### config.mk
export PLATFORM = sky130hd
export DESIGN_NAME = rxq_front
export DESIGN_NICKNAME = d
export VERILOG_FILES = /design/src/rtl/rxq_pkg.sv /design/src/rtl/rxq_ring.sv /design/src/rtl/rxq_errstat.sv /design/src/rtl/rxq_front.sv
export SDC_FILE = /design/constraint.sdc
export NUM_CORES = 1
export LEC_CHECK = 0
export ABC_AREA = 1
export ABC_CLOCK_PERIOD_IN_PS = 3900
export BUFFER_PORTS_ARGS = -buffer_cell sky130_fd_sc_hd__buf_2
export CORE_ASPECT_RATIO = 0.75
export CORE_MARGIN = 2
export CORE_UTILIZATION = 41
export DETAILED_ROUTE_END_ITERATION = 6
export HOLD_SLACK_MARGIN = 0.12
export PLACE_DENSITY = 0.6
export SLEW_MARGIN = 10
export SYNTH_ARGS = -nofsm -noshare
export SYNTH_HDL_FRONTEND = slang
export SYNTH_HIERARCHICAL = 1
export SYNTH_SLANG_ARGS = --single-unit
### constraint.sdc
create_clock -name clk -period 3.9 [get_ports clk]
set_clock_uncertainty 0.05 [all_clocks]
set_input_delay 0 -clock clk [delete_from_list [all_inputs] [get_ports clk]]
set_output_delay 0 -clock clk [all_outputs]
set_load 0.05 [all_outputs]
### src/rtl/rxq_pkg.sv
package rxq_pkg;
  localparam int ADR_CTRL  = 0;
  localparam int ADR_READY = 1;
  localparam int ADR_ERR   = 2;
  localparam int ADR_OCC   = 3;
  localparam int ADR_DATA  = 4;

  localparam int ERR_W = 4;

  typedef struct packed {
    logic brk;
    logic frame;
    logic parity;
    logic overrun;
  } err_bits_t;
endpackage

### src/rtl/rxq_ring.sv
module rxq_ring #(
  parameter int DEPTH = 16,
  parameter int DW    = 8,
  localparam int PW   = (DEPTH > 1) ? $clog2(DEPTH) : 1,
  localparam int CW   = $clog2(DEPTH + 1)
) (
  input  logic          clk,
  input  logic          rst,
  input  logic          clr,
  input  logic          push,
  input  logic          pop,
  input  logic [DW-1:0] din,
  output logic [DW-1:0] dout,
  output logic [CW-1:0] count,
  output logic          full,
  output logic          empty
);
  logic [DW-1:0] mem [DEPTH];
  logic [PW-1:0] wr_ptr, rd_ptr;

  function automatic logic [PW-1:0] step(input logic [PW-1:0] p);
    return (p == PW'(DEPTH - 1)) ? '0 : p + 1'b1;
  endfunction

  // storage without reset so it can map to distributed RAM
  always_ff @(posedge clk) begin
    if (push) mem[wr_ptr] <= din;
  end

  assign dout  = mem[rd_ptr];
  assign full  = (count == CW'(DEPTH));
  assign empty = (count == '0);

  always_ff @(posedge clk) begin
    if (rst || clr) begin
      wr_ptr <= '0;
      rd_ptr <= '0;
      count  <= '0;
    end else begin
      if (push) wr_ptr <= step(wr_ptr);
      if (pop)  rd_ptr <= step(rd_ptr);
      case ({push, pop})
        2'b10:   count <= count + 1'b1;
        2'b01:   count <= count - 1'b1;
        default: count <= count;
      endcase
    end
  end

  assert_no_overflow_R6: assert property (@(posedge clk) disable iff (rst)
    count <= CW'(DEPTH));
  assert_push_has_room_R6: assert property (@(posedge clk) disable iff (rst)
    push |-> (!full || pop));
  assert_pop_nonempty_R5: assert property (@(posedge clk) disable iff (rst)
    pop |-> !empty);
  assert_flush_empties_R11: assert property (@(posedge clk) disable iff (rst)
    clr |=> empty);
endmodule

### src/rtl/rxq_errstat.sv
module rxq_errstat
  import rxq_pkg::*;
(
  input  logic      clk,
  input  logic      rst,
  input  err_bits_t set,
  input  logic      rd_clr,
  output err_bits_t val
);
  always_ff @(posedge clk) begin
    if (rst)         val <= '0;
    else if (rd_clr) val <= set;
    else             val <= val | set;
  end

  assert_clear_on_read_R9: assert property (@(posedge clk) disable iff (rst)
    (rd_clr && set == '0) |=> (val == '0));
  assert_sticky_R9: assert property (@(posedge clk) disable iff (rst)
    (!rd_clr && val.overrun) |=> val.overrun);
endmodule

### src/rtl/rxq_front.sv
module rxq_front
  import rxq_pkg::*;
#(
  parameter int DEPTH = 16,
  parameter int AW    = 3,
  localparam int CW   = $clog2(DEPTH + 1)
) (
  input  logic          clk,
  input  logic          rst,
  input  logic [AW-1:0] bus_addr,
  input  logic          bus_wr,
  input  logic          bus_rd,
  input  logic [31:0]   bus_wdata,
  output logic [31:0]   bus_rdata,
  input  logic          in_valid,
  input  logic [7:0]    in_byte,
  input  logic          in_parity_err,
  input  logic          in_frame_err,
  input  logic          in_break,
  output logic          irq_rx,
  output logic          irq_err
);
  logic          q_mode;
  logic [7:0]    hold_byte;
  logic          hold_vld;
  logic [7:0]    head;
  logic [CW-1:0] occ;
  logic          q_full, q_empty;
  err_bits_t     err_set, err_val;

  wire hit_ctrl = (bus_addr == AW'(ADR_CTRL));
  wire hit_rdy  = (bus_addr == AW'(ADR_READY));
  wire hit_err  = (bus_addr == AW'(ADR_ERR));
  wire hit_occ  = (bus_addr == AW'(ADR_OCC));
  wire hit_data = (bus_addr == AW'(ADR_DATA));

  wire rd_data  = bus_rd && hit_data;
  wire flush    = bus_wr && hit_ctrl && bus_wdata[1];
  wire src_vld  = in_valid || in_break;
  wire [7:0] src_byte = in_break ? 8'h00 : in_byte;

  wire q_pop    = q_mode && rd_data && !q_empty;
  wire q_room   = !q_full || q_pop;
  wire q_push   = q_mode && src_vld && q_room && !flush;
  wire q_drop   = q_mode && src_vld && !q_room && !flush;
  wire pop_none = q_mode && rd_data && q_empty;
  wire ready    = q_mode ? !q_empty : hold_vld;

  logic unused_wbits;
  assign unused_wbits = ^{bus_wdata[31:2]};

  rxq_ring #(.DEPTH(DEPTH), .DW(8)) u_ring (
    .clk(clk), .rst(rst), .clr(flush), .push(q_push), .pop(q_pop),
    .din(src_byte), .dout(head), .count(occ), .full(q_full), .empty(q_empty)
  );

  always_comb begin
    err_set         = '0;
    err_set.overrun = q_drop;
    err_set.parity  = in_valid && !in_break && in_parity_err;
    err_set.frame   = in_valid && !in_break && in_frame_err;
    err_set.brk     = in_break;
  end

  rxq_errstat u_err (
    .clk(clk), .rst(rst), .set(err_set),
    .rd_clr(bus_rd && hit_err), .val(err_val)
  );

  always_ff @(posedge clk) begin
    if (rst) begin
      q_mode    <= 1'b0;
      hold_byte <= '0;
      hold_vld  <= 1'b0;
    end else begin
      if (bus_wr && hit_ctrl) q_mode <= bus_wdata[0];
      if (!q_mode && src_vld) begin
        hold_byte <= src_byte;
        hold_vld  <= 1'b1;
      end else if (!q_mode && rd_data) begin
        hold_vld  <= 1'b0;
      end
    end
  end

  logic [31:0] rd_mux;
  always_comb begin
    rd_mux = '0;
    if (hit_ctrl) rd_mux = {31'b0, q_mode};
    if (hit_rdy)  rd_mux = {31'b0, ready};
    if (hit_err)  rd_mux = {28'b0, err_val};
    if (hit_occ)  rd_mux = {23'b0, q_full, q_full ? 8'd0 : 8'(occ)};
    if (hit_data) rd_mux = q_mode ? (q_empty ? 32'd0 : {24'b0, head})
                                  : {24'b0, hold_byte};
  end

  always_ff @(posedge clk) begin
    if (rst) begin
      bus_rdata <= '0;
      irq_rx    <= 1'b0;
      irq_err   <= 1'b0;
    end else begin
      bus_rdata <= bus_rd ? rd_mux : 32'd0;
      irq_rx    <= in_valid;
      irq_err   <= q_drop || pop_none;
    end
  end

  assert_rx_pulse_R13: assert property (@(posedge clk) disable iff (rst)
    in_valid |=> irq_rx);
  assert_empty_read_R5: assert property (@(posedge clk) disable iff (rst)
    (bus_rd && hit_data && q_mode && q_empty) |=> (irq_err && bus_rdata == 32'd0));
  assert_flag_clears_R2: assert property (@(posedge clk) disable iff (rst)
    (bus_rd && hit_ctrl) |=> (bus_rdata[2:1] == 2'b00));
endmodule

==> results of run 1 <==
registers in the layout, summed over array words and instances (netlist names), 4 cells and up, named ones only:
signal / count
u_err/val: 4
u_ring/rd_ptr: 4
hold_byte: 8
u_ring/wr_ptr: 4
bus_rdata: 9
u_ring/mem: 128
u_ring/count: 5
metal layers:
layer  wire (um)  global-route usage, %  up-vias
li1            -                      -     2572
met4         226                   5.64        0
met5           0                      0        -
met2        8010                   29.3      179
met3         943                   3.59       23
met1        8170                   25.8     2586
worst register-to-register path: stages (launching register included):
cell and delay, ns:
dfxtp_1 0.37, or4_1 0.54, nor2_1 0.40, nor2_8 0.11, inv_2 0.09, nor2_4 0.07
nor2_2 0.12, nor2_1 0.11, inv_1 0.14, ha_1 0.33, nand2_1 0.11, inv_1 0.09
nor2_1 0.06, ha_1 0.19, inv_1 0.05, nand2_1 0.08, xor2_1 0.17, o21ai_0 0.16
inv_1 0.06
layout make-up:
class / count / area share, %
repair buffers: 71 / 6.22
flip-flops and latches: 170 / 54.2
inverters: 115 / 4.99
clock buffers: 29 / 5.85
multi-input cells: 427 / 25.1
well taps: 242 / 3.50
clock inverters: 3 / 0.202
metrics by stage:
step | std cells | cell area (um^2) | utilization, % | worst slack [ns]
6_report | 1057 | 8660 | 48.6 | 0.449
5_1_grt | 1057 | 8660 | 48.6 | 0.224
4_1_cts | 1057 | 8660 | 48.6 | 0.551
3_5_place_dp | 997 | 7850 | 44.1 | 0.566
3_3_place_gp | 997 | 7850 | 44.1 | 0.730
2_1_floorplan | 764 | 7630 | - | 0.990
Yosys cell counts, drive strengths merged:
master	n	area [um^2]
inv	115	432
nor3b	1	7.51
o21ai	52	260
nand3	69	355
clkbuf	5	18.8
ha	9	113
edfxtp	128	3840
nor3	5	30.0
nor4	1	6.26
conb	1	3.75
dfxtp	42	841
buf	47	328
and3	3	18.8
nand2	103	387
a21oi	56	280
nor2	67	285
xor2	4	35.0
o21bai	1	7.51
or4	1	7.51
o211ai	32	290
report_power, final:
| part | switching [mW] | leakage, nW | internal (mW) | total [mW] |
|---|---|---|---|---|
| sequential | 0.00968 | 1.51 | 1.96 | 1.97 |
| combinational | 0.145 | 1.61 | 0.0533 | 0.199 |
| clock | 0.649 | 0.265 | 0.877 | 1.53 |
| total | 0.804 | 3.39 | 2.89 | 3.69 |
final timing paths:
| kind | to | startpoint | slack, ns |
|---|---|---|---|
| setup / recovery | u_ring/count[4] | bus_addr[0] | 0.45 |
| hold / removal | u_ring/mem[15][4] | in_byte[4] | 0.13 |
| setup reg to reg | u_ring/count[2] | u_ring/count[0] | 0.47 |
| hold reg to reg | bus_rdata[7] | hold_byte[7] | 0.42 |
cells by family (layout without fill, tap and decap cells):
logic type | Yosys count | after routing | synth area share [%]
flops | 170 | 170 | 62.0
fa+ha+maj | 9 | 9 | 1.49
simple gates | 250 | 250 | 14.5
xor+xnor | 4 | 4 | 0.464
buf+inv | 167 | 218 | 10.3
other cells | 1 | 23 | 0.0497
compound gates | 141 | 141 | 11.1
==> impl_metrics.yaml, run 1 <==
outcome:
  status: "complete, no violations"
cts:
  cts_num_sinks: 170
  cts_tree: "done"
  cts_setup_buffers: 0
  cts.reportedPaths.clkPinSlew_ns: 0.07
  cts-buffers-inserted: 17
  cts_hold_buffers: 28
  htreeDepth: 4
  post_cts_resized: 0
  clk-insertion-delay-late_ns: 0.42
  clock-root-buffer: "clkbuf_16"
  clock_path_buffers: 2
hold_path:
  hp-class: "input pin to flop"
  whs_path_depth: 4
global_route:
  grt_pass1_wl_um: 27200
  grt_usage_pct: 18.4
  first_global_vias: 5054
  antenna_found_initial: 0
  grt_start_max_net_pins: 129
  grt_overflow: 0
floorplan:
  start_util_pct: 42.4
  rows: 42
  fp.dieW_um: 161
  dieHeight_um: 122
  pin_count: 85
  die-area_um2: 19500
  core_area_um2: 17800
layout:
  syn_to_final_growth_pct: 14.7
  antenna_cells: 0
  fillers: 1586
  multi_input_area_um2: 2170
  final_common_cell: "edfxtp_1"
  fin_nets: 862
  drive_gt1_share_pct: 11.5
  mostFrequentLayoutCells: "edfxtp_1, inv_1, nand2_1"
  seq_area_um2: 4690
drt:
  drtAntennaViolNets: 0
  vias: 5360
  drt_wl_total_um: 17400
  drc_errors: 0
  drtIter0Drc: 599
  vias_per_cell: 5.07
  dr.pass1.iters: 5
  wl_per_cell_um: 16.4
critical_path:
  cp_data_required_time_ns: 4.17
  critPathLaunchType: "input pin"
  worst-setup-path-type: "input pin to flop"
  critPathCaptureType: "flop"
  crit_chain: "dlygate4sd3_1 -> buf_2 -> nor2_1 -> nand3_2 -> dlygate4sd3_1 -> nor2_4 -> nor2_2 -> nor2_1 -> inv_1 -> ha_1 -> nand2_1 -> inv_1 -> nor2_1 -> ha_1 -> inv_1 -> nand2_1 -> nand3_1 -> nand3_1 -> nand2_1 -> nor2_1 -> nor2_1"
  critPathBufInv: 6
  path_delay_family: "buffers and inverters"
  crit_cells: 21
  rr_worst_depth: 18
  cp_max_fo: 10
  slowest_delay_ns: 0.63
  crit_slowest_cell: "dlygate4sd3_1"
  crit_path_frequent_cell: "nor2_1"
  cp_data_arrival_time_ns: 3.72
sta:
  tns_ns: 0
  slew_violations: 0
  fmax_mhz: 290
  hold_violations: 0
  hold_slack_ns: 0.135
  rsz0062_at_grt: "false"
  setup_viol: 0
  min_period_over_period_pct: 88.5
  finalCriticalPeriod_ns: 3.45
  slew_headroom_pct: 38.9
  tightest_slew_ns: 0.916
logic_synthesis:
  yosysUniqueCellTypes: 31
  yosysWarningCount: 6
  ys_ff_latch: 170
  syn_avg_cell_area_um2: 10.2
  syn_inst: 742
  synth-seq-area-share_pct: 62.0
  synth_area_um2: 7550
run:
  maxCapViolCount: 0
power:
  peakVddDrop_uv: 242
  leakage_nw: 3.39
  pwr_density_cell_nw_per_um2: 426
  power.total_mw: 3.69
placed_design:
  port-buffer-count: 31
  globalplace.congestion: 0.830
  place_hpwl_um: 11200
Power figures use the tool's default switching activity.
==> run 2, diff against run 1 <==
CORE_UTILIZATION = 40   (was 41)
PLACE_DENSITY = 0.59   (was 0.6)
==> run 2 against run 1 <==
  * Global-route usage fell by 1.2 points
  * Register-to-register slack improved by 0.14 ns
  * Routed wire length shrank 4.1%
==> impl_metrics.yaml, run 2 (same netlist as run 1, synthesis figures left out) <==
layout:
  fillers: 1752
  drive_gt1_share_pct: 12.2
  final_common_cell: "edfxtp_1"
  final_cell_count_no_fill: 1066
  syn_to_final_growth_pct: 15.7
  fin_nets: 865
  top_regs: "u_ring/mem (128), bus_rdata (9), hold_byte (8)"
  largest_register_ffs: 128
  mostFrequentLayoutCells: "edfxtp_1, inv_1, nand2_1"
  top_register: "u_ring/mem"
sta:
  slew_headroom_pct: 42.3
  rsz0062_at_grt: "false"
  finalCriticalPeriod_ns: 3.29
  setup_ws_ns: 0.613
  setup_viol: 0
  min_period_over_period_pct: 84.3
  hold_violations: 0
  tightest_slew_ns: 0.862
  fmax_mhz: 304
  slew_violations: 0
  tns_ns: 0
global_route:
  met3_usage_pct: 2.92
  first_global_vias: 4583
  grt_use_met1_pct: 25.7
  grt_overflow: 0
  grt_usage_pct: 17.2
  use_met2_pct: 25.0
  busiest_layer: "met1"
  grt_pass1_wl_um: 25300
  antenna_found_initial: 0
  grt_start_max_net_pins: 68
critical_path:
  crit_end: "u_ring/count[4]"
  worst-setup-path-type: "flop to flop"
  reg2reg_to: "u_ring/count[4]"
  worstReg2RegStart: "u_ring/count[0]"
  r2r_setup_slack_ns: 0.61
  critPathLaunchType: "flop"
  cp_data_required_time_ns: 4.17
  crit_start: "u_ring/count[0]"
  rr_worst_depth: 19
  cp_data_arrival_time_ns: 3.56
  critPathCaptureType: "flop"
  cp_max_fo: 10
cts:
  cts_tree: "done"
  cts-buffers-inserted: 17
  clock-root-buffer: "clkbuf_16"
  clk-insertion-delay-late_ns: 0.43
  cts_hold_buffers: 29
  clock_path_buffers: 2
  cts.reportedPaths.clkPinSlew_ns: 0.06
  post_cts_resized: 0
  cts_num_sinks: 170
  cts_setup_buffers: 0
  htreeDepth: 4
drt:
  wl_per_cell_um: 15.6
  dr.pass1.iters: 5
  vias: 5172
  vias_per_cell: 4.85
  drt_wl_total_um: 16700
  drc_errors: 0
  drtIter0Drc: 559
  drtAntennaViolNets: 0
hold_path:
  hp-class: "input pin to flop"
floorplan:
  fp.dieW_um: 163
  rows: 43
  start_util_pct: 40.8
  pin_count: 85
  dieHeight_um: 123
  core_area_um2: 18500
  die-area_um2: 20000
placed_design:
  place_hpwl_um: 10400
  port-buffer-count: 31
  place_inst: 1004
  pre_cts_ws_ns: 0.652
  globalplace.congestion: 0.856
power:
  leakage_nw: 3.42
  pwr_density_cell_nw_per_um2: 432
  peakVddDrop_uv: 286
outcome:
  status: "complete, no violations"
run:
  maxCapViolCount: 0
## run 2: power breakdown
group / total [mW] / leakage (nW) / internal [mW] / switching [mW]
clock network: 1.61 / 0.290 / 0.923 / 0.687
registers: 1.97 / 1.51 / 1.96 / 0.00933
logic: 0.197 / 1.62 / 0.0535 / 0.143
## run 2: how the worst min path moves through the flow
stage / from / end / slack (ns) / depth (start not counted)
2_1_floorplan: rst / hold_vld / 0.02 / 1
3_3_place_gp: in_valid / irq_rx / 0.21 / 3
3_5_place_dp: in_valid / irq_rx / 0.23 / 3
4_1_cts: bus_wr / u_ring/wr_ptr[1] / 0.21 / 8
5_1_grt: bus_wr / u_ring/wr_ptr[2] / 0.32 / 8
6_report: bus_wr / u_ring/wr_ptr[1] / 0.25 / 8
## run 2: stage by stage
step | area [um^2] | power [mW] | hold WS [ns] | utilization, %
5_1_grt | 8730 | 3.89 | 0.320 | 47.2
3_3_place_gp | 7870 | 2.18 | 0.215 | 42.5
4_1_cts | 8730 | 3.79 | 0.215 | 47.2
2_1_floorplan | 7630 | 2.15 | 0.0191 | -
6_report | 8730 | 3.77 | 0.245 | 47.2
3_5_place_dp | 7870 | 2.18 | 0.227 | 42.5
## run 2: per-layer routing
metal / up-vias / share of wire, %
met5: - / 0
met3: 17 / 5.5
met2: 141 / 43
li1: 2576 / -
met1: 2438 / 50
met4: 0 / 1.3
## run 2: cell type report
| class | count | area, um^2 | share of cell area (%) |
|---|---|---|---|
| inverter | 115 | 432 | 4.94 |
| multi-input combinational | 427 | 2170 | 24.8 |
| tap | 247 | 309 | 3.54 |
| antenna | 1 | 2.50 | 0.0287 |
| sequential | 170 | 4690 | 53.7 |
| timing repair buffer | 74 | 563 | 6.45 |
| clock buffer | 22 | 508 | 5.82 |
| clock inverter | 10 | 60.1 | 0.688 |
## run 2: worst max-delay path, cell delays in order (launching register included)
cell,delay [ns]
dfxtp_1,0.36
or4_1,0.53
nor2_1,0.42
nor2_8,0.10
inv_2,0.09
nor2_4,0.07
nor2_2,0.12
nor2_1,0.10
inv_1,0.15
ha_1,0.31
nor2_1,0.07
nor2_1,0.16
ha_1,0.16
inv_1,0.03
nand2_1,0.09
nand3_1,0.11
nand3_1,0.08
nand2_1,0.05
nor2_1,0.09
nor2_1,0.04
==> run 3, diff against run 2 <==
ABC_CLOCK_PERIOD_IN_PS = 2600   (was 3900)
PLACE_DENSITY = 0.61   (was 0.59)
clock period = 2.6 ns   (was 3.9 ns; I/O delays follow)
==> run 3 against run 2 <==
  * Sequential cell count did not move
  * Global-route usage grew 0.54 points
  * First-iteration DRC count decreased by 15%
  * Critical path depth unchanged
  * Count of clock-buffer cells in the layout down 4
  * Sequential share of layout area is 1.2 points lower
  * Final area up 2.2%
  * Via count rose by 2.1%
  * Worst setup slack worse by 0.60 ns
  * Final cell count increased by 1.3%
  * Sequential power is 50% higher
  * Total power rose by 53%
  * Critical endpoint unchanged
  * Highest routed layer unchanged
==> impl_metrics.yaml, run 3 (same netlist as run 1, synthesis figures left out) <==
layout:
  top_register: "u_ring/mem"
  mostFrequentLayoutCells: "edfxtp_1, inv_1, nand2_1"
  fin_area_um2: 8930
  largest_register_ffs: 128
  seq_area_um2: 4690
  top_regs: "u_ring/mem (128), bus_rdata (9), hold_byte (8)"
  fillers: 1662
  final_util_pct: 48.2
  drive_gt1_share_pct: 14.9
  fin_nets: 880
  final_common_cell: "edfxtp_1"
  syn_to_final_growth_pct: 18.2
  multi_input_area_um2: 2230
  antenna_cells: 0
power:
  p_sw_share_pct: 21.6
  peakVddDrop_uv: 465
  pwr_density_cell_nw_per_um2: 646
  p_seq_share_pct: 51.1
  pwr-share-comb_pct: 5.5
  pwr-share-clk_pct: 43.4
  p_int_mw: 4.52
  power.total_mw: 5.77
  switching_power_mw: 1.25
  leakage_nw: 3.49
global_route:
  busiest_layer: "met2"
  grt_pass1_wl_um: 26100
  antenna_found_initial: 0
  grt_usage_pct: 17.7
  grt_use_met1_pct: 25.8
  met3_usage_pct: 3.92
  first_global_vias: 4666
  grt_start_max_net_pins: 49
  use_met2_pct: 26.9
  grt_overflow: 0
placed_design:
  port-buffer-count: 31
  pre_cts_ws_ns: 0.00170
  dpl-instance-area_um2: 8030
  place_hpwl_um: 11000
  globalplace.congestion: 0.860
sta:
  hold_violations: 0
  slew_headroom_pct: 38.9
  finalCriticalPeriod_ns: 2.59
  fmax_mhz: 386
  tightest_slew_ns: 0.913
  rsz0062_at_grt: "true"
  tns_ns: 0
  setup_viol: 0
  slew_violations: 0
  setup_ws_ns: 0.00940
  min_period_over_period_pct: 99.6
critical_path:
  critPathCaptureType: "flop"
  cp_max_fo: 4
  cp_data_arrival_time_ns: 2.86
  crit_slowest_cell: "or4_4"
  crit_chain: "or4_4 -> nor2_4 -> nor2_8 -> inv_2 -> nor2_4 -> nor2_4 -> nor2_4 -> inv_2 -> ha_4 -> nor2_2 -> nor2_2 -> ha_2 -> inv_1 -> nand2_2 -> nand3_2 -> nand3_2 -> nand2_1 -> nor2_1 -> nor2_1"
  critPathBufInv: 3
  worst-setup-path-type: "flop to flop"
  r2r_setup_slack_ns: 0.009
  path_delay_family: "simple AND/OR/NAND/NOR gates"
  cp_data_required_time_ns: 2.87
  critPathLaunchType: "flop"
  slowest_delay_ns: 0.55
  crit_path_frequent_cell: "nor2_4"
drt:
  vias_per_cell: 4.89
  drtIter0Drc: 473
  wl_per_cell_um: 16.0
  drc_errors: 0
  vias: 5280
  dr.pass1.iters: 5
  drtAntennaViolNets: 0
  drt_wl_total_um: 17300
cts:
  clock-root-buffer: "clkbuf_16"
  htreeDepth: 4
  clk-insertion-delay-late_ns: 0.42
  clock_path_buffers: 2
  cts.reportedPaths.clkPinSlew_ns: 0.06
  cts_num_sinks: 170
  cts-buffers-inserted: 17
  cts_tree: "done"
hold_path:
  hp-class: "input pin to flop"
floorplan:
  pin_count: 85
  fp.dieW_um: 163
  die-area_um2: 20000
  core_area_um2: 18500
  start_util_pct: 40.8
  dieHeight_um: 123
  rows: 43
run:
  maxCapViolCount: 0
outcome:
  status: "complete, no violations"
[run 3: changes by cell type in the layout (fill, tap and decap cells not counted), sizes merged]
cell / change
clkinvlp: +2
clkbuf: -4
inv: -3
diode: -1
bufinv: +3
dlygate4sd3: -1
buf: +16
clkinv: +2
[run 3: layout make-up]
| class | instances | share of cell area, % |
|---|---|---|
| well taps | 247 | 3.46 |
| multi-input cells | 427 | 24.9 |
| inverters | 115 | 4.84 |
| clock buffers | 18 | 4.81 |
| flip-flops and latches | 170 | 52.5 |
| clock inverters | 14 | 1.74 |
| repair buffers | 89 | 7.68 |
[run 3: path summary, 6_finish.rpt]
| kind | startpoint | end | cells after the start |
|---|---|---|---|
| max | u_ring/count[2] | u_ring/count[4] | 19 |
| min | bus_wr | irq_err | 8 |
| max reg2reg | u_ring/count[2] | u_ring/count[4] | 19 |
| min reg2reg | hold_byte[6] | bus_rdata[6] | 2 |
[run 3: power by group through the flow]
stage	registers, mW	clock network, mW	logic (mW)
global placement	3.00	0	0.282
global route	2.95	2.66	0.345
floorplan	3.01	0	0.211
detailed placement	3.00	0	0.284
CTS	2.95	2.55	0.312
finish	2.95	2.51	0.318
[run 3: through the flow]
stage / hold slack, ns / cells
after floorplan: 0.0191 / 764
after global placement: 0.203 / 1018
after detailed placement: 0.210 / 1018
after CTS: 0.178 / 1078
after global routing: 0.229 / 1080
final: 0.198 / 1080
[run 3: what timing repair did]
| item | CTS | global route |
|---|---|---|
| setup endpoints to repair | 1 | 3 |
| buffers inserted | 0 | 2 |
| gates resized for setup | 0 | 8 |
| hold buffers | 28 | 0 |
| endpoints found under the hold margin | 158 | 0 |
| pin swaps | 1 | 9 |
[run 3: worst reg2reg max path, stage by stage (launching register included)]
cell and delay, ns:
dfxtp_2 0.32, or4_4 0.55, nor2_4 0.19, nor2_8 0.05, inv_2 0.06, nor2_4 0.05
nor2_4 0.11, nor2_4 0.04, inv_2 0.07, ha_4 0.15, nor2_2 0.04, nor2_2 0.12
ha_2 0.17, inv_1 0.04, nand2_2 0.07, nand3_2 0.10, nand3_2 0.07, nand2_1 0.05
nor2_1 0.12, nor2_1 0.05
[run 3: layer usage]
layer / part of all wire, % / vias to the layer above
met5: 0 / -
met4: 0.93 / 0
met3: 5.3 / 10
met2: 44 / 166
met1: 50 / 2496
li1: - / 2608
